File: src/rtl/des_scan_pkg.sv
package des_scan_pkg;

    localparam int BLK_W    = 64;
    localparam int HALF_W   = BLK_W / 2;
    localparam int KEY_W    = 64;
    localparam int CD_W     = 28;
    localparam int SUB_W    = 48;
    localparam int N_ROUNDS = 16;
    localparam int N_SBOX   = 8;
    localparam int CHAIN_W  = 2 * BLK_W + 2 * HALF_W;
    localparam int RND_W    = $clog2(N_ROUNDS + 1);

    typedef enum logic [1:0] {PH_IDLE, PH_LOAD, PH_ROUND, PH_FIN} phase_t;

    typedef struct packed {
        logic [HALF_W-1:0] l;
        logic [HALF_W-1:0] r;
    } lr_t;

    typedef struct packed {
        logic [CD_W-1:0] c;
        logic [CD_W-1:0] d;
    } cd_t;

    // Position tables use 1-based numbering with position 1 at the MSB.
    localparam int P_TAB [32] = '{16, 7, 20, 21, 29, 12, 28, 17, 1, 15, 23, 26,
                                  5, 18, 31, 10, 2, 8, 24, 14, 32, 27, 3, 9,
                                  19, 13, 30, 6, 22, 11, 4, 25};

    localparam int PC2_TAB [48] = '{14, 17, 11, 24, 1, 5, 3, 28, 15, 6, 21, 10,
                                    23, 19, 12, 4, 26, 8, 16, 7, 27, 20, 13, 2,
                                    41, 52, 31, 37, 47, 55, 30, 40, 51, 45, 33, 48,
                                    44, 49, 39, 56, 34, 53, 46, 42, 50, 36, 29, 32};

    function automatic int ip_src(input int i);
        int row;
        int col;
        row = (i - 1) / 8;
        col = (i - 1) % 8;
        return ((row < 4) ? (58 + 2 * row) : (57 + 2 * (row - 4))) - 8 * col;
    endfunction

    function automatic int e_src(input int i);
        int g;
        int j;
        g = (i - 1) / 6;
        j = (i - 1) % 6;
        return ((4 * g + j - 1 + 32) % 32) + 1;
    endfunction

    function automatic int pc1_src(input int i);
        int k;
        k = i - 1;
        if (k < 28) return 57 + k / 8 - 8 * (k % 8);
        k = k - 28;
        if (k < 24) return 63 - k / 8 - 8 * (k % 8);
        return 28 - 8 * (k - 24);
    endfunction

    function automatic int key_shift(input int rnd);
        return (rnd == 1 || rnd == 2 || rnd == 9 || rnd == 16) ? 1 : 2;
    endfunction

    function automatic logic [3:0] sbox(input int n, input logic [5:0] v);
        logic [255:0] tab;
        int idx;
        idx = int'({v[5], v[0], v[4:1]});
        case (n)
            0: tab = 256'hE4D12FB83A6C59070F74E2D1A6CB953841E8D62BFC973A50FC8249175B3EA06D;
            1: tab = 256'hF18E6B34972DC05A3D47F28EC01A69B50E7BA4D158C6932FD8A13F42B67C05E9;
            2: tab = 256'hA09E63F51DC7B428D70934A6285ECBF1D6498F30B12C5AE71AD069874FE3B52C;
            3: tab = 256'h7DE3069A1285BC4FD8B56F03472C1AE9A690CB7DF13E52843F06A1D8945BC72E;
            4: tab = 256'h2C417AB6853FD0E9EB2C47D150FA3986421BAD78F9C5630EB8C71E2D6F09A453;
            5: tab = 256'hC1AF92680D34E75BAF427C9561DE0B389EF528C3704A1DB6432C95FABE17608D;
            6: tab = 256'h4B2EF08D3C975A61D0B7491AE35C2F8614BDC37EAF6805926BD814A7950FE23C;
            default: tab = 256'hD2846FB1A93E50C71FD8A374C56B0E927B419CE206ADF35821E74A8DFC90356B;
        endcase
        return tab[(63 - idx) * 4 +: 4];
    endfunction

    function automatic logic [BLK_W-1:0] ip_perm(input logic [BLK_W-1:0] x);
        logic [BLK_W-1:0] y;
        y = '0;
        for (int i = 1; i <= BLK_W; i++) y[BLK_W - i] = x[BLK_W - ip_src(i)];
        return y;
    endfunction

    function automatic logic [BLK_W-1:0] fp_perm(input logic [BLK_W-1:0] x);
        logic [BLK_W-1:0] y;
        y = '0;
        for (int i = 1; i <= BLK_W; i++) y[BLK_W - ip_src(i)] = x[BLK_W - i];
        return y;
    endfunction

    function automatic logic [2*CD_W-1:0] pc1_perm(input logic [KEY_W-1:0] k);
        logic [2*CD_W-1:0] y;
        y = '0;
        for (int i = 1; i <= 2 * CD_W; i++) y[2*CD_W - i] = k[KEY_W - pc1_src(i)];
        return y;
    endfunction

    function automatic logic [SUB_W-1:0] pc2_perm(input logic [2*CD_W-1:0] cd);
        logic [SUB_W-1:0] y;
        y = '0;
        for (int i = 1; i <= SUB_W; i++) y[SUB_W - i] = cd[2*CD_W - PC2_TAB[i-1]];
        return y;
    endfunction

    function automatic logic [HALF_W-1:0] feistel(input logic [HALF_W-1:0] r,
                                                   input logic [SUB_W-1:0] k);
        logic [SUB_W-1:0]  t;
        logic [HALF_W-1:0] s;
        logic [HALF_W-1:0] y;
        t = '0;
        s = '0;
        y = '0;
        for (int i = 1; i <= SUB_W; i++) t[SUB_W - i] = r[HALF_W - e_src(i)];
        t = t ^ k;
        for (int n = 0; n < N_SBOX; n++) s[HALF_W-1-4*n -: 4] = sbox(n, t[SUB_W-1-6*n -: 6]);
        for (int i = 1; i <= HALF_W; i++) y[HALF_W - i] = s[HALF_W - P_TAB[i-1]];
        return y;
    endfunction

endpackage

File: src/rtl/des_ctrl.sv
module des_ctrl
    import des_scan_pkg::*;
(
    input  logic             clk,
    input  logic             rst,
    input  logic             scan_en,
    input  logic             start,
    output phase_t           phase_o,
    output logic [RND_W-1:0] rnd_o,
    output logic             done_o
);
    always_ff @(posedge clk) begin
        if (rst) begin
            phase_o <= PH_IDLE;
            rnd_o   <= '0;
            done_o  <= 1'b0;
        end else if (scan_en) begin
            done_o <= 1'b0;
        end else begin
            done_o <= 1'b0;
            unique case (phase_o)
                PH_IDLE:  if (start) phase_o <= PH_LOAD;
                PH_LOAD: begin
                    phase_o <= PH_ROUND;
                    rnd_o   <= RND_W'(1);
                end
                PH_ROUND: begin
                    if (rnd_o == RND_W'(N_ROUNDS)) begin
                        phase_o <= PH_FIN;
                        rnd_o   <= '0;
                    end else begin
                        rnd_o <= rnd_o + 1'b1;
                    end
                end
                PH_FIN: begin
                    phase_o <= PH_IDLE;
                    done_o  <= 1'b1;
                end
                default: phase_o <= PH_IDLE;
            endcase
        end
    end
endmodule

File: src/rtl/des_key_sched.sv
module des_key_sched
    import des_scan_pkg::*;
(
    input  logic             clk,
    input  logic             rst,
    input  logic             scan_en,
    input  logic             load,
    input  logic             advance,
    input  logic [RND_W-1:0] rnd,
    input  logic [KEY_W-1:0] key,
    output logic [SUB_W-1:0] subkey
);
    // Key halves sit outside the scan chain.
    cd_t cd_q;
    cd_t cd_rot;

    always_comb begin
        if (key_shift(int'(rnd)) == 1) begin
            cd_rot.c = {cd_q.c[CD_W-2:0], cd_q.c[CD_W-1]};
            cd_rot.d = {cd_q.d[CD_W-2:0], cd_q.d[CD_W-1]};
        end else begin
            cd_rot.c = {cd_q.c[CD_W-3:0], cd_q.c[CD_W-1:CD_W-2]};
            cd_rot.d = {cd_q.d[CD_W-3:0], cd_q.d[CD_W-1:CD_W-2]};
        end
        subkey = pc2_perm(cd_rot);
    end

    always_ff @(posedge clk) begin
        if (rst)              cd_q <= '0;
        else if (!scan_en) begin
            if (load)         cd_q <= cd_t'(pc1_perm(key));
            else if (advance) cd_q <= cd_rot;
        end
    end
endmodule

File: src/rtl/des_round_fn.sv
module des_round_fn
    import des_scan_pkg::*;
(
    input  logic [HALF_W-1:0] r_in,
    input  logic [SUB_W-1:0]  subkey,
    output logic [HALF_W-1:0] f_out
);
    always_comb f_out = feistel(r_in, subkey);
endmodule

File: src/rtl/des_cbc_scan_core.sv
module des_cbc_scan_core
    import des_scan_pkg::*;
(
    input  logic             clk,
    input  logic             rst,
    input  logic             start,
    input  logic             iv_load,
    input  logic [BLK_W-1:0] iv,
    input  logic [BLK_W-1:0] pt,
    input  logic [KEY_W-1:0] key,
    input  logic             scan_en,
    input  logic             scan_in,
    output logic [BLK_W-1:0] ct,
    output logic             done,
    output logic             busy,
    output logic             scan_out
);
    phase_t            phase;
    logic [RND_W-1:0]  rnd;
    logic              accept;
    logic [SUB_W-1:0]  subkey;
    logic [HALF_W-1:0] f_out;

    // Scan-chain registers: input, halves, output/chaining.
    logic [BLK_W-1:0]  in_q, in_n;
    lr_t               lr_q, lr_n;
    logic [BLK_W-1:0]  out_q, out_n;
    logic [CHAIN_W-1:0] chain_q;

    des_ctrl u_ctrl (
        .clk(clk), .rst(rst), .scan_en(scan_en), .start(start),
        .phase_o(phase), .rnd_o(rnd), .done_o(done)
    );

    assign accept = (phase == PH_IDLE) && start && !scan_en;

    des_key_sched u_ks (
        .clk(clk), .rst(rst), .scan_en(scan_en), .load(accept),
        .advance(phase == PH_ROUND), .rnd(rnd), .key(key), .subkey(subkey)
    );

    des_round_fn u_rf (.r_in(lr_q.r), .subkey(subkey), .f_out(f_out));

    always_comb begin
        in_n  = accept ? pt : in_q;
        out_n = out_q;
        lr_n  = lr_q;
        if (accept && iv_load) out_n = iv;
        unique case (phase)
            PH_LOAD:  lr_n = lr_t'(ip_perm(in_q ^ out_q));
            PH_ROUND: begin
                lr_n.l = lr_q.r;
                lr_n.r = lr_q.l ^ f_out;
            end
            PH_FIN:   out_n = fp_perm({lr_q.r, lr_q.l});
            default:  ;
        endcase
    end

    assign chain_q = {in_q, lr_q, out_q};

    always_ff @(posedge clk) begin
        if (rst) begin
            in_q  <= '0;
            lr_q  <= '0;
            out_q <= '0;
        end else if (scan_en) begin
            {in_q, lr_q, out_q} <= {chain_q[CHAIN_W-2:0], scan_in};
        end else begin
            in_q  <= in_n;
            lr_q  <= lr_n;
            out_q <= out_n;
        end
    end

    assign ct       = out_q;
    assign busy     = (phase != PH_IDLE);
    assign scan_out = in_q[BLK_W-1];
endmodule

File: config.mk
export PLATFORM = sky130hd
export DESIGN_NAME = des_cbc_scan_core
export DESIGN_NICKNAME = d
export VERILOG_FILES = /design/src/rtl/des_scan_pkg.sv /design/src/rtl/des_ctrl.sv /design/src/rtl/des_key_sched.sv /design/src/rtl/des_round_fn.sv /design/src/rtl/des_cbc_scan_core.sv
export SDC_FILE = /design/constraint.sdc
export NUM_CORES = 1
export LEC_CHECK = 0
export BUFFER_PORTS_ARGS = -buffer_cell sky130_fd_sc_hd__buf_2
export CAP_MARGIN = 40
export CORE_ASPECT_RATIO = 0.6
export CORE_MARGIN = 2
export CORE_UTILIZATION = 44
export DETAILED_ROUTE_END_ITERATION = 8
export PLACE_DENSITY = 0.72
export REMOVE_ABC_BUFFERS = 1
export SYNTH_ARGS = -nofsm -noshare
export SYNTH_HDL_FRONTEND = slang
export SYNTH_SLANG_ARGS = --single-unit
File: constraint.sdc
create_clock -name clk -period 10.62 [get_ports clk]
set_clock_uncertainty 0.05 [all_clocks]
set_input_delay 2.655 -clock clk [delete_from_list [all_inputs] [get_ports clk]]
set_output_delay 2.655 -clock clk [all_outputs]
set_load 0.05 [all_outputs]
==> reports/results.tsv <==
stage	metric	value	unit
cells_and_area	number of inserted diodes	0	
setup_path	critical path's slowest cell	buf_4	
setup_path	Critical Path Source Type	register	
floorplanning	Core Box Area	0.0448	sq mm
synthesis	area share of the largest cell type after synthesis	25.6	%
cts	setup bufs post-CTS	0	
cts	CTS buffer count	29	
cts	# hold bufs at CTS	0	
setup_path	worst-path fanout max	46	
placement	pre-CTS WS	5.17	ns
global_routing	vias in the first global route	18000	
detailed_routing	DR WL/cell	21.5	microns
run	max cap viols	0	
floorplanning	die area	0.0472	sq mm
setup_path	CP endpoint kind	register	
setup_path	worst-path cell chain	inv_1 > ha_1 > nand2b_4 > a221oi_4 > buf_4 > mux2i_1 > xor2_1 > ha_1 > a211oi_1 > o31ai_1 > o211ai_1 > xor2_1 > a221o_1	
floorplanning	I/O pin cnt	265	
placement	PortBufs	256	
cells_and_area	Fillers	4276	
detailed_routing	antenna viol nets, final	0	
global_routing	initial antenna violation count	0	
sta	final period utilization	53.2	%
global_routing	first-pass GRT wire length	108000	microns
cells_and_area	Multi-input gate area	0.0133	sq mm
synthesis	asr flop ratio synth	0	%
detailed_routing	Via density	6.06	
global_routing	GR Overflow Total	0	
cts	Max Root-Sink Buffers	3	
hold_path	hold path depth	2	
cts	H-tree depth	1	
synthesis	count leader, synth	nor2_1	
power	leakage	0.00857	uW
detailed_routing	Residual DRC	0	
cts	Resize count post-CTS	0	
synthesis	Synth cell types	76	
detailed_routing	Starting DRT DRC Count	2565	
cts	TritonCTS Sinks	256	
floorplanning	DIE WIDTH	279	microns
setup_path	slowest stage delay, CP	0.79	ns
setup_path	kind of critical path	reg2reg	
cts	CTS tree	done	
synthesis	post-synthesis cell count	2673	
setup_path	r2r worst-path depth	13	
power	maximum vdd ir drop	0.000140	V
sta	Worst-Margin Slew	0.995	ns
sta	RSZ-0062 raised after global routing	false	
cells_and_area	layout cells sized above 1	16.2	%
sta	Fin. Hold Viols	0	
cells_and_area	synthesis-to-layout area growth	10.4	%
placement	DP Wirelength	51000	microns
synthesis	Post-synth EDFFs	0	
sta	Max Clk Rate	177	MHz
setup_path	Crit path max-delay family	compound AO/OA/AOI/OAI gates	
sta	Finish-stage setup viols	0	
global_routing	largest net degree at the start of global routing	204	
synthesis	Seq cells post-synth	256	
outcome	status	finished clean	
global_routing	gr usage total	28.9	%
detailed_routing	DRT Pass-1 Iters	9	
floorplanning	Starting Density	44.6	%
hold_path	hold path start	in_q[33]	
detailed_routing	routed via count	20100	
setup_path	FF-to-FF Start	u_ctrl.rnd_o[0]	
synthesis	Commonest cells post-synth	507 x nor2_1, 401 x a21oi_1, 256 x dfxtp_1	
placement	GP Congestion	0.996	
setup_path	Worst Path Arrival	6.09	ns
floorplanning	Die Y	169	microns
detailed_routing	drt total wl	71400	microns
cells_and_area	Finished Cell Area	0.0221	sq mm
setup_path	worst reg-to-reg setup slack	4.97	ns
setup_path	Buf+Inv Stages, Crit Path	2	
cts	clk slew on worst S/H paths	0.07	ns
floorplanning	std cell rows	60	
sta	fin. max-slew vios	0	
placement	dpl cell area	0.0210	sq mm
setup_path	Critical Path RT	11.06	ns
cts	clk_lat worst skew	0.61	ns
cells_and_area	Final Util	49.2	%
synthesis	syn avg cell area	7.48	sq um
setup_path	crit path from	u_ctrl.rnd_o[0]	
sta	Setup TNS Final	0	ns
synthesis	sequential-to-total area share from yosys stat	25.6	%
cells_and_area	register cell area after layout	0.00512	sq mm
sta	Tmin final	5.65	ns
synthesis	top cells by area, synth	dfxtp_1 26%, a21oi_1 10%, nor2_1 9.5%	
synthesis	Yosys warnings	0	
synthesis	Main synth FF type	dfxtp_1	
sta	Max-slew headroom	33.7	%
power	Power Density	174	mW/mm^2
hold_path	worst min path class	reg2reg	
synthesis	Post-Syn Area	0.0200	sq mm
cts	Root Buffer	clkbuf_16	
cells_and_area	Final #Nets	2977	
sta	Final WS setup	4.97	ns
power	Final Total Pwr	3830	uW
synthesis	largest area contributor in the synthesized netlist	dfxtp_1	
hold_path	Hold Path Sink	in_q[34]	
setup_path	worst r2r dst	chain_q[95]	
## tightest hold or removal path, stage by stage, from the launching register on
cell and delay [ns]:
dfxtp_1 0.33, a21oi_1 0.13, nor2_1 0.04
## registers in the layout, indices dropped and copies added (netlist names)
name / cells
chain_q: 64
ct: 64
in_q: 64
u_ks.cd_q: 56
u_ctrl.rnd_o: 5
u_ctrl.phase_o: 2
u_ctrl.done_o: 1
## report_power, final
group / switching [uW] / internal [uW] / total (uW)
logic: 959 / 573 / 1530
registers: 130 / 1030 / 1160
clock network: 472 / 666 / 1140
total: 1560 / 2270 / 3830
## kinds of logic after synthesis
group | after synthesis | share of synthesized area [%]
XOR/XNOR | 207 | 10.7
buffers and inverters | 337 | 8.14
flip-flops | 256 | 25.6
AND/OR/NAND/NOR | 823 | 16.7
adder cells (fa/ha/maj) | 73 | 4.54
AO/OA/AOI/OAI | 797 | 24.5
multiplexers | 180 | 9.71
## final cells by class
cell class	instances	area share (%)
well taps	589	3.34
multi-input cells	2080	60.3
clock buffers	38	3.71
clock inverters	15	1.03
flip-flops and latches	256	23.2
inverters	39	0.663
repair buffers	302	7.73
## worst max-delay path by stage
stage | endpoint | cells after the start
2_1_floorplan | ct[0] | 3
3_3_place_gp | ct[38] | 8
3_5_place_dp | chain_q[77] | 14
4_1_cts | chain_q[89] | 14
5_1_grt | chain_q[86] | 14
6_report | chain_q[95] | 13
## cells in the final DEF, fill, tap and decap left out, types with 6 or more instances in the layout
| cell | count |
|---|---|
| a221oi_1 | 11 |
| nand3_1 | 85 |
| inv_1 | 32 |
| o221a_2 | 8 |
| a211oi_1 | 83 |
| nor3_1 | 26 |
| mux2_2 | 9 |
| xnor2_4 | 7 |
| xor2_1 | 70 |
| a31oi_1 | 18 |
| o21ai_0 | 74 |
| a2111oi_0 | 9 |
| xnor2_1 | 103 |
| ha_1 | 68 |
| mux2i_1 | 153 |
| a311oi_1 | 7 |
| buf_2 | 256 |
| o31ai_1 | 11 |
| o2111ai_1 | 7 |
| mux2i_2 | 11 |
| buf_4 | 38 |
| clkbuf_8 | 6 |
| a221o_1 | 6 |
| o22ai_1 | 10 |
| dfxtp_1 | 256 |
| a21oi_1 | 401 |
| xnor2_2 | 26 |
| clkbuf_16 | 29 |
| o221ai_1 | 16 |
| nor2_1 | 506 |
| o211ai_1 | 62 |
| nand2_1 | 169 |
| a22oi_1 | 25 |
| o21ai_1 | 12 |
## stage by stage
step                      hold WS, ns  cells
final                           0.482   3319
after floorplan                 0.428   2375
after CTS                       0.484   3317
after global routing            0.503   3319
after detailed placement        0.460   3264
after global placement          0.460   3248
## per-layer routing
layer / vias up / routed length (microns) / GRT usage (%)
li1: 9410 / - / -
met1: 9525 / 32200 / 42.7
met2: 1067 / 30000 / 42.7
met3: 105 / 7380 / 5.55
met4: 0 / 1770 / 7.27
met5: - / 0 / 0
No activity file was read; power rests on OpenSTA's default activity.
